**config.mk**
```make
export PLATFORM = sky130hd
export DESIGN_NAME = txq_avail_gate
export DESIGN_NICKNAME = d
export VERILOG_FILES = /design/src/rtl/txq_avail_pkg.sv /design/src/rtl/txq_step_div.sv /design/src/rtl/txq_hold_timer.sv /design/src/rtl/txq_mask_fsm.sv /design/src/rtl/txq_avail_gate.sv
export SDC_FILE = /design/constraint.sdc
export NUM_CORES = 1
export LEC_CHECK = 0
export ABC_CLOCK_PERIOD_IN_PS = 1770
export BUFFER_PORTS_ARGS = -buffer_cell sky130_fd_sc_hd__buf_2
export CAP_MARGIN = 0
export CORE_AREA = 10 10 47 49
export CTS_CLUSTER_DIAMETER = 80
export DETAILED_ROUTE_END_ITERATION = 12
export DIE_AREA = 0 0 57 59
export GPL_TIMING_DRIVEN = 1
export HOLD_SLACK_MARGIN = 0.08
export SETUP_SLACK_MARGIN = 0.2
export SLEW_MARGIN = 10
export SYNTH_ARGS = -nofsm -noshare
export SYNTH_HDL_FRONTEND = slang
export SYNTH_SLANG_ARGS = --single-unit
```
**constraint.sdc**
```tcl
create_clock -name clk -period 1.77 [get_ports clk]
set_input_delay 0.0885 -clock clk [delete_from_list [all_inputs] [get_ports clk]]
set_output_delay 0.0885 -clock clk [all_outputs]
set_load 0.005 [all_outputs]
```
**src/rtl/txq_avail_pkg.sv**
```systemverilog
// Package: shared state encodings for the transmit availability gate.
// Assumes nothing beyond being compiled before the modules that use it.
package txq_avail_pkg;

    typedef enum logic [1:0] {
        HS_IDLE     = 2'd0,
        HS_COUNTING = 2'd1,
        HS_EXPIRED  = 2'd2
    } hold_state_t;

    typedef enum logic {
        GS_MASKED   = 1'b0,
        GS_UNMASKED = 1'b1
    } gate_state_t;

endpackage

```
**src/rtl/txq_step_div.sv**
```systemverilog
// Module: txq_step_div
// Divides the prescaler tick strobes down to hold-timer steps. It emits one
// step for every TICKS_PER_STEP ticks that arrive while armed.
// Assumes: tick is a one-cycle strobe. Dropping arm discards any partial count.
module txq_step_div #(
    parameter int TICKS_PER_STEP = 4
) (
    input  logic clk,
    input  logic rst_n,
    input  logic arm,
    input  logic tick,
    output logic step
);
    localparam int DW = (TICKS_PER_STEP > 1) ? $clog2(TICKS_PER_STEP) : 1;
    localparam logic [DW-1:0] LAST = DW'(TICKS_PER_STEP - 1);

    logic [DW-1:0] cnt;

    // Count ticks while armed; wrap at the last tick of a step.
    always_ff @(posedge clk) begin
        if (!rst_n || !arm) begin
            cnt <= '0;
        end else if (tick) begin
            cnt <= (cnt == LAST) ? '0 : cnt + 1'b1;
        end
    end

    // A step fires on the tick that completes a group.
    always_comb step = arm && tick && (cnt == LAST);

endmodule

```
**src/rtl/txq_hold_timer.sv**
```systemverilog
// Module: txq_hold_timer
// Three-state hold timer. It steps idle -> counting -> expired, one step per
// adv pulse, and then stays expired.
// Assumes: clr takes priority over adv. adv is only pulsed while armed.
module txq_hold_timer
    import txq_avail_pkg::*;
(
    input  logic        clk,
    input  logic        rst_n,
    input  logic        clr,
    input  logic        adv,
    output hold_state_t state
);
    // Advance or clear the timer state.
    always_ff @(posedge clk) begin
        if (!rst_n || clr) begin
            state <= HS_IDLE;
        end else if (adv) begin
            unique case (state)
                HS_IDLE:     state <= HS_COUNTING;
                HS_COUNTING: state <= HS_EXPIRED;
                default:     state <= HS_EXPIRED;
            endcase
        end
    end

endmodule

```
**src/rtl/txq_mask_fsm.sv**
```systemverilog
// Module: txq_mask_fsm
// Two-state availability gate. It unmasks when the buffer is non-empty and a
// release condition holds, and masks again on empty.
// Assumes: buf_empty is exact. release_ok is qualified elsewhere.
module txq_mask_fsm
    import txq_avail_pkg::*;
(
    input  logic        clk,
    input  logic        rst_n,
    input  logic        chan_rst,
    input  logic        buf_empty,
    input  logic        release_ok,
    output gate_state_t state
);
    // Masked/unmasked transitions; both resets force masked.
    always_ff @(posedge clk) begin
        if (!rst_n || chan_rst) begin
            state <= GS_MASKED;
        end else begin
            unique case (state)
                GS_MASKED:   if (!buf_empty && release_ok) state <= GS_UNMASKED;
                GS_UNMASKED: if (buf_empty) state <= GS_MASKED;
                default:     state <= GS_MASKED;
            endcase
        end
    end

endmodule

```
**src/rtl/txq_avail_gate.sv**
```systemverilog
// Module: txq_avail_gate (top)
// Decides when to advertise waiting transmit bytes to the host. It releases
// the flag on a fill threshold or on a hold timeout, and masks on empty.
// Assumes: used_cnt may be stale and is used only for the threshold test.
// buf_empty is exact. tick is a one-cycle prescaler strobe.
module txq_avail_gate
    import txq_avail_pkg::*;
#(
    parameter int CNT_W          = 13,
    parameter int HOLD_THRESH    = 32,
    parameter int TICKS_PER_STEP = 4
) (
    input  logic             clk,
    input  logic             rst_n,
    input  logic             chan_rst,
    input  logic             tick,
    input  logic [CNT_W-1:0] used_cnt,
    input  logic             buf_empty,
    output logic             data_avail
);
    localparam logic [CNT_W-1:0] THR = CNT_W'(HOLD_THRESH);

    gate_state_t gate_st;
    hold_state_t hold_st;
    logic        at_thr;
    logic        armed;
    logic        step;
    logic        timer_clr;
    logic        release_ok;

    // Decode the threshold, arming, clearing and release conditions.
    always_comb begin
        at_thr     = (used_cnt >= THR);
        armed      = (gate_st == GS_MASKED) && !buf_empty && !at_thr && !chan_rst;
        timer_clr  = chan_rst || buf_empty;
        release_ok = at_thr || (hold_st == HS_EXPIRED);
    end

    txq_step_div #(.TICKS_PER_STEP(TICKS_PER_STEP)) div_i (
        .clk   (clk),
        .rst_n (rst_n),
        .arm   (armed),
        .tick  (tick),
        .step  (step)
    );

    txq_hold_timer timer_i (
        .clk   (clk),
        .rst_n (rst_n),
        .clr   (timer_clr),
        .adv   (step),
        .state (hold_st)
    );

    txq_mask_fsm fsm_i (
        .clk        (clk),
        .rst_n      (rst_n),
        .chan_rst   (chan_rst),
        .buf_empty  (buf_empty),
        .release_ok (release_ok),
        .state      (gate_st)
    );

    // The output is the gate register, decoded without extra logic.
    always_comb data_avail = (gate_st == GS_UNMASKED);

endmodule

```
Word-level counts from Yosys, hierarchy flattened
Index checks and enable logic that the tools add are counted.
{"block": "word_totals", "ff_bits": 5, "inputBits": 18, "out_inout_bits": 1, "wordCells": 30}
{"block": "classes", "add_sub_neg": 1, "order_cmp": 1, "n_eq_ne": 2, "mux": 5, "bitwise": 1, "n_reduce_logical": 17}
{"operator": ">= comparator 13 x 6 -> 1 bit, second input constant", "count": 1}
{"operator": "logical AND 1 bit", "count": 6}
{"operator": "zero test 1 bit", "count": 5}
{"operator": "logical OR 1 bit", "count": 5}
{"operator": "== test 2 bit, second input constant", "count": 2}
{"operator": "2-to-1 mux 2 bit", "count": 2}
{"operator": "adder 2 x 1 -> 2 bit, second input constant", "count": 1}
{"operator": "zero test 2 bit", "count": 1}
{"operator": "2-to-1 mux 1 bit", "count": 2}
{"operator": "case mux 1 bit (2 select lines)", "count": 1}
{"operator": "NOT 1 bit", "count": 1}

Depth between registers and ports, before layout
Gate-level depths: netlist (run 1).
{"block": "logic_depth", "depth_word": 6, "mapped_depth": 4, "depth_no_buf": 4}

Hierarchy
A second synthesis (run 1) with hierarchy kept.
{"block": "hier_totals", "cells_unflattened": 28, "area_unflattened_um2": 271.5}
{"module": "txq_step_div", "instances": 1, "cells_per_inst": 10, "area_per_inst_um2": 100.1}
{"module": "txq_hold_timer", "instances": 1, "cells_per_inst": 8, "area_per_inst_um2": 78.8}
{"module": "txq_avail_gate", "instances": 1, "cells_per_inst": 7, "area_per_inst_um2": 53.8}
{"module": "txq_mask_fsm", "instances": 1, "cells_per_inst": 3, "area_per_inst_um2": 38.8}

Worst setup path after synthesis (run 1)
OpenSTA, ideal clock, no wires.
{"block": "synth_path", "path_type": "register -> register", "start": "register div_i.cnt[0]", "end": "register timer_i.state[0]", "setup_time_ns": 0.072, "t_arrival_ns": 1.413, "setup_slack_ns": 0.285, "path_stages_with_launch": 5, "cell_sequence": "dfxtp_1 -> ha_1 -> or4bb_1 -> nor4_1 -> mux2i_1"}
{"block": "synth_via", "elab_chain_len": 2}
{"item": "start: declaration", "line": "txq_step_div.sv:17", "rtl": "logic [DW-1:0] cnt;"}
{"item": "start signal: assignment", "line": "txq_step_div.sv:24", "rtl": "cnt <= (cnt == LAST) ? '0 : cnt + 1'b1;"}
{"item": "== test 2 bit", "line": "txq_step_div.sv:29", "rtl": "always_comb step = arm && tick && (cnt == LAST);"}
{"item": "logical AND 1 bit", "line": "txq_step_div.sv:29"}
{"item": "end signal: assignment", "line": "txq_hold_timer.sv:17", "rtl": "state <= HS_IDLE;"}
{"item": "end signal: assignment", "line": "txq_hold_timer.sv:20", "rtl": "HS_IDLE: state <= HS_COUNTING;"}
{"item": "end signal: assignment", "line": "txq_hold_timer.sv:21", "rtl": "HS_COUNTING: state <= HS_EXPIRED;"}
{"item": "end: declaration", "line": "txq_hold_timer.sv:12", "rtl": "output hold_state_t state"}
Every way passes these cells.
A chain may end at the register's enable or synchronous reset.

Worst setup path in the final report (run 1)
{"block": "layout_path", "start": "register fsm_i.state", "end": "register timer_i.state[1]"}
{"block": "layout_via", "elab_chain_len": 6}
{"item": "start: declaration", "line": "txq_mask_fsm.sv:13", "rtl": "output gate_state_t state"}
{"item": "start signal: assignment", "line": "txq_mask_fsm.sv:18", "rtl": "state <= GS_MASKED;"}
{"item": "start signal: assignment", "line": "txq_mask_fsm.sv:21", "rtl": "GS_MASKED: if (!buf_empty && release_ok) state <= GS_UNMASKED;"}
{"item": "start signal: assignment", "line": "txq_mask_fsm.sv:22", "rtl": "GS_UNMASKED: if (buf_empty) state <= GS_MASKED;"}
{"item": "NOT 1 bit", "line": "txq_avail_gate.sv:34", "rtl": "armed = (gate_st == GS_MASKED) && !buf_empty && !at_thr && !chan_rst;"}
{"item": "logical AND 1 bit (3 in series)", "line": "txq_avail_gate.sv:34"}
{"item": "logical AND 1 bit (2 in series)", "line": "txq_step_div.sv:29"}
Every way passes these cells.

==> results of run 1 <==
[state kept, by name, indices dropped and copies added, names as in the netlist]
name and count:
div_i.cnt 2, timer_i.state 2, fsm_i.state 1
[through the flow]
step                std cells  setup slack [ns]  utilization  area, sq um  power [mW]
floorplan                  27             0.285            -          270       0.125
global route               60             0.237        0.296          415       0.289
CTS                        60             0.209        0.277          388       0.274
finish                     60             0.283        0.296          415       0.267
global placement           56             0.183        0.254          355       0.141
detailed placement         56             0.162        0.254          355       0.142
[repair_timing]
action | in CTS | in global routing
endpoints found under the setup margin | 1 | 2
pin swaps | 0 | 3
resized for setup | 1 | 5
endpoints found under the hold margin | 0 | 0
buffers inserted | 0 | 0
cloned | 0 | 0
[power breakdown]
group | switching (mW) | internal, mW | total [mW]
combinational | 0.0115 | 0.0159 | 0.0274
clock | 0.0407 | 0.0848 | 0.126
sequential | 0.000348 | 0.114 | 0.114
total | 0.0526 | 0.215 | 0.267
[logic make-up (layout without fill, tap and decap cells)]
| kind of cell | Yosys count | count (layout) | synth area share |
|---|---|---|---|
| DFF | 5 | 5 | 0.370 |
| buffers and inverters | 2 | 19 | 0.0278 |
| adders and majority gates | 1 | 1 | 0.0463 |
| muxes | 2 | 2 | 0.0741 |
| AOI/OAI and AO/OA | 3 | 3 | 0.106 |
| and+or+nand+nor | 14 | 14 | 0.375 |
[synth_stat cells, types with 2 or more instances]
| cell | number | area, sq um |
|---|---|---|
| dfxtp_1 | 5 | 100 |
| inv_1 | 2 | 7.51 |
| mux2i_1 | 2 | 20.0 |
| nand2_1 | 2 | 7.51 |
| nor3_1 | 2 | 10.0 |
| nor3b_1 | 2 | 15.0 |
[area by class of cell]
| cell class | count | share of cell area |
|---|---|---|
| Sequential cell | 5 | 0.244 |
| Clock buffer | 4 | 0.0633 |
| Multi-Input combinational cell | 20 | 0.470 |
| Inverter | 2 | 0.0181 |
| Timing Repair Buffer | 13 | 0.157 |
| Tap cell | 16 | 0.0482 |
[worst max-delay path by stage]
stage	from	cells after the start	end
finish	fsm_i.state$_SDFF_PP0_	3	timer_i.state[1]$_SDFFE_PP0P_
global placement	div_i.cnt[0]$_SDFFE_PP0P_	4	timer_i.state[0]$_SDFFE_PP0P_
detailed placement	div_i.cnt[0]$_SDFFE_PP0P_	4	timer_i.state[0]$_SDFFE_PP0P_
CTS	div_i.cnt[0]$_SDFFE_PP0P_	4	timer_i.state[0]$_SDFFE_PP0P_
global route	fsm_i.state$_SDFF_PP0_	3	timer_i.state[1]$_SDFFE_PP0P_
floorplan	div_i.cnt[0]$_SDFFE_PP0P_	4	timer_i.state[0]$_SDFFE_PP0P_
[per-layer routing]
| layer | GRT usage | vias up | part of all wire |
|---|---|---|---|
| met5 | 0 | - | 0 |
| met4 | 0.0201 | 0 | 0 |
| met3 | 0.0365 | 0 | 0.12 |
| met2 | 0.0620 | 9 | 0.48 |
| met1 | 0.0323 | 117 | 0.40 |
| li1 | - | 136 | - |
[tightest hold or removal path, delay by kind of cell]
kind	cells	cell delay (ns)
buf+inv	1	0.11
mux	1	0.11
simple gates	1	0.05
==> run metrics, run 1 <==
Worst path max stage delay=0.44 ns; crit end category=register; width of the die=57 um; hold path endpoint=timer_i.state[0]$_SDFFE_PP0P_; crit path cell chain=or4_4 > or3_4 > o41ai_4; MaxCap Viol Count=0; Critical Path RT=1.90 ns; final max-slew violation count=0; syn_nets=46; crit path buf inv count=0; total number of vias=262; area of the multi-input gates=195 sq um; Cells after Synth=27; Post-synth EDFFs=0; Distinct cells, synth=18; initial antenna violation count=0; # DRC=0; RSZ-0062 raised after global routing=no; Hold WS=0.174 ns; most common cell after layout, fill and taps aside=buf_2; sequential share of the synthesized area=0.370; # IOs=19; internal reg-to-reg setup slack=0.28 ns; PwrDens=644 nW/um^2; Crit Path Class=reg2reg; reg2reg end=timer_i.state[1]$_SDFFE_PP0P_; startpoint class of the critical path=register; Storage cell area=101 sq um; Wirelength per Cell=11.1 um; share of async-settable or async-resettable flops after synthesis=0; CP top delay family=simple AND/OR/NAND/NOR gates; worst vdd ir=0.202 mV; CTS Buf Count=3; Top FF cell, synth=dfxtp_1; full die area=3360 sq um; Clock Skew=0.0000986 ns; Post-DRT Antenna Nets=0; Period minus WS final=1.49 ns; achievable frequency=0.672 GHz; DRT Pass-1 Iters=2; row count=14; clk_lat worst skew=0.23 ns; Slew Limit Headroom=0.733; Slowest-stage cell, CP=or3_4; global-route wire length before repair=1.04 mm; clock buffer depth=2; starting density of the core=0.193; status=finished clean; area grow syn2layout=53.7%; reg2reg start=fsm_i.state$_SDFF_PP0_; crit path DAT=1.62 ns; CTS tree=done; Hold Path Stages=3; Final Hold Vio Count=0; largest net degree at the start of global routing=5; clk sinks=5; dpl hpwl=560 um; synth warn=0; Mapped Area=270 sq um; # setup viols final=0; Worst Hold Launch=used_cnt[5]; Mean Syn Cell Area=10.0 sq um; Crit Path Max Fanout=4; routability cong.=0.618; Final TNS setup=0 ns; worst-margin pin slew=0.399 ns; CTS clock-pin slew for the worst setup and hold paths=0.04 ns; Vias/cell=4.37; vias in the first global route=260; Die H=59 um; Final nets=64; Core ar.=1400 sq um; most frequent cells in the layout=13 x buf_2, 4 x dfxtp_1, 3 x clkbuf_4; final antenna diode count=0; flops & latches, synth=5; GRT Resource Usage Total=0.0390; min-delay worst type=in2reg; Starting DRT DRC Count=7; Buffers on Ports=13; LEAKAGE=0.196 nW; Fillers=155; Post-CTS Hold Buffers=0; GRT overflow=0; share of cells above drive strength 1=0.545; WL final=668 um; Final Cycle Share=0.840; H-tree level count=1; R2R depth=3; root buffer cell=clkbuf_4
Power figures use the tool's default switching activity.
==> run 2, diff against run 1 <==
--- a/config.mk
+++ b/config.mk
@@ -5,7 +5,8 @@
 export SDC_FILE = /design/constraint.sdc
 export NUM_CORES = 1
 export LEC_CHECK = 0
-export ABC_CLOCK_PERIOD_IN_PS = 1770
+export ABC_AREA = 1
+export ABC_CLOCK_PERIOD_IN_PS = 1200
 export BUFFER_PORTS_ARGS = -buffer_cell sky130_fd_sc_hd__buf_2
 export CAP_MARGIN = 0
 export CORE_AREA = 10 10 47 49
==> constraint.sdc (replaced) <==
create_clock -name clk -period 1.2 [get_ports clk]
set_input_delay 0.06 -clock clk [delete_from_list [all_inputs] [get_ports clk]]
set_output_delay 0.06 -clock clk [all_outputs]
set_load 0.005 [all_outputs]
==> run 2 against run 1 <==
Net effect:
- setup slack lost 0.0057 ns
- sequential share of layout area grew 0.98 points
- clock power grew 56%
- worst hold slack lost 0.090 ns
- register-to-register slack is essentially flat
- critical path depth grew 3
- sequential power grew 46%
- clock-buffer cell count is the same
- fmax grew 61%
- critical path type unchanged
- critical endpoint is now timer_i.state[0]$_SDFFE_PP0P_
- largest power group unchanged
- highest routed layer is now met4
==> run metrics, run 2 <==
Distinct cells, synth=12; status=finished clean; GRT Resource Usage Total=0.0419; crit end category=register; Period minus WS final=0.923 ns; Buffers on Ports=13; CTS clock-pin slew for the worst setup and hold paths=0.04 ns; Gate power share=0.101; main combinational cell family by area after synthesis=simple AND/OR/NAND/NOR gates; width of the die=57 um; xor-xnor portion of the synthesized cell area=0; # IOs=19; initial antenna violation count=0; Crit Path Class=reg2reg; Setup crit end=timer_i.state[0]$_SDFFE_PP0P_; simple-gate share of the synthesized area=0.419; Wirelength per Cell=8.50 um; Final Cycle Share=0.769; share of async-settable or async-resettable flops after synthesis=0; most used cell, CP=nand2_1; RSZ-0062 raised after global routing=no; min-delay worst type=in2reg; total number of vias=291; clock share of power=0.485; Seq pwr share=0.414; Sw Pwr=0.0908 mW; sw frac=0.225; Slowest-stage cell, CP=dfxtp_4; area grow syn2layout=49.1%; sequential share of the synthesized area=0.360; H-tree level count=1; Final nets=76; routability cong.=0.630; DRT Pass-1 Iters=4; clk_lat worst skew=0.24 ns; Fillers=154; Vias/cell=4.04; reg2reg end=timer_i.state[0]$_SDFFE_PP0P_; flops & latches, synth=5; reg2reg start=div_i.cnt[0]$_SDFFE_PP0P_; Compound-Gate Fraction of Synth Area=0.108; total power=0.404 mW; CTS tree=done; largest net degree at the start of global routing=5; clk sinks=5; Post-DRT Antenna Nets=0; Synth area leader=dfxtp_1; root buffer cell=clkbuf_4; Post-Synth Adder-Cell Area=0.0450; Cells after Synth=38; dpl hpwl=507 um; # DRC=0; Crit Path Max Fanout=2; GRT overflow=0; syn_nets=57; achievable frequency=1.08 GHz; LEAKAGE=0.185 nW; internal reg-to-reg setup slack=0.28 ns; crit path cell chain=ha_4 > nand2_1 > inv_2 > nand4_2 > nand2_1 > nor2_1; starting density of the core=0.198; final core utilization=0.296; Synth area leaders=dfxtp_1 36%, a21oi_1 11%, nand2_1 11%; Hold Path Stages=3; Final Hold Vio Count=0; DP Area=363 sq um; mux share of post-synthesis cell area=0; startpoint class of the critical path=register; MaxCap Viol Count=0; final max-slew violation count=0; pre-CTS setup slack=0.204 ns; Die H=59 um; synth warn=0; Top FF cell, synth=dfxtp_1; Core ar.=1400 sq um; internal power=0.313 mW; full die area=3360 sq um; Mapped Area=278 sq um; clock buffer depth=2; Final Cell Area=414 sq um; Post-CTS Hold Buffers=0; Critical path origin=div_i.cnt[0]$_SDFFE_PP0P_; Post-synth EDFFs=0; Mean Syn Cell Area=7.31 sq um; CTS Buf Count=3; most common cell after layout, fill and taps aside=buf_2; Slew Limit Headroom=0.870; most frequent cells in the layout=13 x buf_2, 8 x nand2_1, 7 x nor2_1, 6 x a21oi_1, 4 x inv_1; PwrDens=976 nW/um^2; final antenna diode count=0; vias in the first global route=307; global-route wire length before repair=1.12 mm; R2R depth=6; share of cells above drive strength 1=0.446; worst vdd ir=0.477 mV; crit path DAT=1.07 ns; most frequent cell after synthesis=nand2_1; Clock Skew=0.00358 ns; worst-margin pin slew=0.195 ns; Worst path max stage delay=0.35 ns; Worst Hold Launch=tick; Synth top area share=0.360; Final TNS setup=0 ns; top post-synthesis cells by count=8 x nand2_1, 7 x nor2_1, 6 x a21oi_1; Critical Path RT=1.34 ns; Regs by FF count=div_i.cnt: 2 flops, timer_i.state: 2 flops, fsm_i.state: 1 flops; row count=14; # setup viols final=0; Starting DRT DRC Count=3; fin worst setup slack=0.277 ns; WL final=612 um
==> run 2: per-stage QoR <==
step,hold slack [ns],std cells
after floorplan,0.199,38
after global placement,0.334,67
after global routing,0.110,72
after CTS,0.0829,71
after detailed placement,0.342,67
final,0.0843,72
==> run 2: logic make-up after synthesis <==
group           count (synthesis)
compound gates                  6
buf+inv                         5
flops                           5
fa+ha+maj                       1
simple gates                   21
==> run 2: final cells by class <==
type	instances	area, sq um	area share
Multi-Input combinational cell	28	171	0.414
Sequential cell	5	105	0.254
Inverter	5	18.8	0.0453
Timing Repair Buffer	14	72.6	0.175
Tap cell	16	20.0	0.0483
Clock buffer	4	26.3	0.0634
==> run 2: repair_timing <==
action                                  4_1_cts  5_1_grt
pin swaps                                     0        1
gates resized for setup                       2        4
endpoints found under the setup margin        1        2
buffers inserted                              0        1
==> run 2: worst min-delay path by stage <==
stage / slack (ns) / to
finish: 0.08 / div_i.cnt[1]$_SDFFE_PP0P_
global route: 0.11 / div_i.cnt[1]$_SDFFE_PP0P_
CTS: 0.08 / div_i.cnt[1]$_SDFFE_PP0P_
detailed placement: 0.34 / div_i.cnt[1]$_SDFFE_PP0P_
global placement: 0.33 / div_i.cnt[1]$_SDFFE_PP0P_
floorplan: 0.20 / div_i.cnt[1]$_SDFFE_PP0P_
==> run 2: metal layers <==
layer	share of wire	global-route usage	up-vias	wire [um]
met5	0	0	-	0
met4	0.033	0.0403	0	20
met3	0.11	0.0279	2	69
met2	0.30	0.0496	16	185
met1	0.55	0.0473	115	336
li1	-	-	158	-
==> run 2: power by group through the flow <==
stage / Clock (mW) / Combinational [mW] / Sequential, mW
after global placement: 0 / 0.0406 / 0.173
final: 0.196 / 0.0408 / 0.167
after floorplan: 0 / 0.0158 / 0.173
after CTS: 0.205 / 0.0412 / 0.170
after detailed placement: 0 / 0.0411 / 0.173
after global routing: 0.211 / 0.0472 / 0.167
==> run 2: worst max-delay path: cells and delay by family (launching register included) <==
| family | cells | cell delay [ns] |
|---|---|---|
| AND/OR/NAND/NOR | 4 | 0.28 |
| buffers and inverters | 1 | 0.07 |
| flip-flops | 1 | 0.35 |
| adder cells (fa/ha/maj) | 1 | 0.13 |
==> run 3, diff against run 2 <==
--- a/config.mk
+++ b/config.mk
@@ -6,7 +6,7 @@
 export NUM_CORES = 1
 export LEC_CHECK = 0
 export ABC_AREA = 1
-export ABC_CLOCK_PERIOD_IN_PS = 1200
+export ABC_CLOCK_PERIOD_IN_PS = 950
 export BUFFER_PORTS_ARGS = -buffer_cell sky130_fd_sc_hd__buf_2
 export CAP_MARGIN = 0
 export CORE_AREA = 10 10 47 49
==> constraint.sdc (replaced) <==
create_clock -name clk -period 0.95 [get_ports clk]
set_input_delay 0.0475 -clock clk [delete_from_list [all_inputs] [get_ports clk]]
set_output_delay 0.0475 -clock clk [all_outputs]
set_load 0.005 [all_outputs]
==> run 3 against run 2 <==
Net effect:
- first-iteration DRC count up 33%
- via count down 0.34%
- non-clock buffer count up 1
- core utilization up 2.9 points
- global-route usage up 0.083 points
- total power up 26%
- die area unchanged
- combinational power up 45%
- register-to-register slack worse by 0.25 ns
- fmax about the same
- cell count up 1.4%
- critical endpoint unchanged
- largest cell class unchanged
- largest power group unchanged
==> run metrics, run 3 (synthesis gave the netlist of run 2 again) <==
worst vdd ir=0.763 mV; routability cong.=0.664; H-tree level count=1; clock buffer depth=2; worst-margin pin slew=0.236 ns; root buffer cell=clkbuf_4; status=finished clean; dpl hpwl=539 um; clock share of power=0.473; WL final=661 um; Period minus WS final=0.923 ns; most frequent cells in the layout=12 x buf_2, 7 x nor2_1, 7 x nand2_1, 5 x a21oi_1, 4 x inv_1; Core ar.=1400 sq um; initial antenna violation count=0; Hold WS=0.0969 ns; CTS clock-pin slew for the worst setup and hold paths=0.04 ns; crit path buf inv count=1; vias in the first global route=299; DRT Pass-1 Iters=3; Final Cycle Share=0.972; Critical Path RT=1.09 ns; Wirelength per Cell=9.05 um; Regs by FF count=div_i.cnt: 2 flops, timer_i.state: 2 flops, fsm_i.state: 1 flops; LEAKAGE=0.199 nW; full die area=3360 sq um; most common cell after layout, fill and taps aside=buf_2; crit path cell chain=ha_4 > nand2_2 > inv_2 > nand4_4 > nand2_1 > nor2_1; GRT Resource Usage Total=0.0427; Gate power share=0.115; min-delay worst type=in2reg; crit end category=register; final max-slew violation count=0; PwrDens=1130 nW/um^2; Vias/cell=3.97; Final nets=77; Slew Limit Headroom=0.842; CP top delay family=flip-flops; RSZ-0062 raised after global routing=yes; final antenna diode count=0; clk sinks=5; largest net degree at the start of global routing=5; Seq pwr share=0.412; width of the die=57 um; MaxCap Viol Count=0; Clock Skew=0.00129 ns; total number of vias=290; # DRC=0; sw frac=0.219; Fillers=157; global-route wire length before repair=1.15 mm; starting density of the core=0.198; achievable frequency=1.08 GHz; Buffers on Ports=13; Crit Path Max Fanout=3; fin worst setup slack=0.0270 ns; area grow syn2layout=63.5%; Crit Path Class=reg2reg; Starting DRT DRC Count=4; # IOs=19; row count=14; internal power=0.399 mW; crit path DAT=1.06 ns; pre-CTS setup slack=0.0560 ns; Worst path max stage delay=0.36 ns; clk_lat worst skew=0.24 ns; Die H=59 um; Post-DRT Antenna Nets=0; GRT overflow=0; Final Hold Vio Count=0; CTS Buf Count=3; CTS tree=done; # setup viols final=0; Slowest-stage cell, CP=dfxtp_4; Sw Pwr=0.112 mW; startpoint class of the critical path=register; share of cells above drive strength 1=0.509
==> run 3: cell type report <==
| type | count | area, sq um | share of cell area |
|---|---|---|---|
| multi-input combinational | 28 | 191 | 0.421 |
| sequential | 5 | 109 | 0.240 |
| timing repair buffer | 15 | 88.8 | 0.196 |
| clock buffer | 4 | 26.3 | 0.0579 |
| tap | 16 | 20.0 | 0.0441 |
| inverter | 5 | 18.8 | 0.0413 |
==> run 3: final timing paths <==
check | slack, ns | startpoint | endpoint | cells past startpoint
min reg2reg | 0.48 | timer_i.state[1]$_SDFFE_PP0P_ | timer_i.state[1]$_SDFFE_PP0P_ | 2
max | 0.03 | div_i.cnt[0]$_SDFFE_PP0P_ | timer_i.state[0]$_SDFFE_PP0P_ | 6
min | 0.1 | rst_n | div_i.cnt[1]$_SDFFE_PP0P_ | 3
max reg2reg | 0.03 | div_i.cnt[0]$_SDFFE_PP0P_ | timer_i.state[0]$_SDFFE_PP0P_ | 6
==> run 3: what timing repair did <==
item                                    CTS  global route
gates cloned                              0             0
setup buffers                             0             1
endpoints found under the setup margin    6             6
pin swaps                                 2             5
resized for setup                         1             5
endpoints found under the hold margin     1             0
hold buffers                              1             0
==> run 3: worst register-to-register path, stage by stage (launching register included) <==
cell     delay (ns)
dfxtp_4        0.36
ha_4           0.14
nand2_2        0.05
inv_2          0.07
nand4_4        0.08
nand2_1        0.09
nor2_1         0.04
==> run 3: stage by stage <==
step	total power [mW]	utilization	std cells	setup TNS, ns	instance area, sq um
after global routing	0.545	0.324	73	-0.0453	454
final	0.511	0.324	73	0	454
after floorplan	0.238	-	38	0	297
after detailed placement	0.270	0.272	67	0	382
after CTS	0.521	0.301	72	0	422
after global placement	0.269	0.272	67	0	382
==> run 3: power groups by stage <==
stage               Combinational [mW]  Clock [mW]  Sequential (mW)
CTS                             0.0559       0.251            0.215
global placement                0.0510           0            0.218
detailed placement              0.0520           0            0.218
finish                          0.0590       0.242            0.210
global route                    0.0675       0.268            0.210
floorplan                       0.0198           0            0.218
==> run 3: metal layers <==
layer / up-vias / GRT usage / wire length (um)
met5: - / 0 / 0
met4: 0 / 0.0101 / 0
met3: 0 / 0.0386 / 74
met2: 13 / 0.0620 / 295
met1: 117 / 0.0449 / 291
li1: 160 / - / -
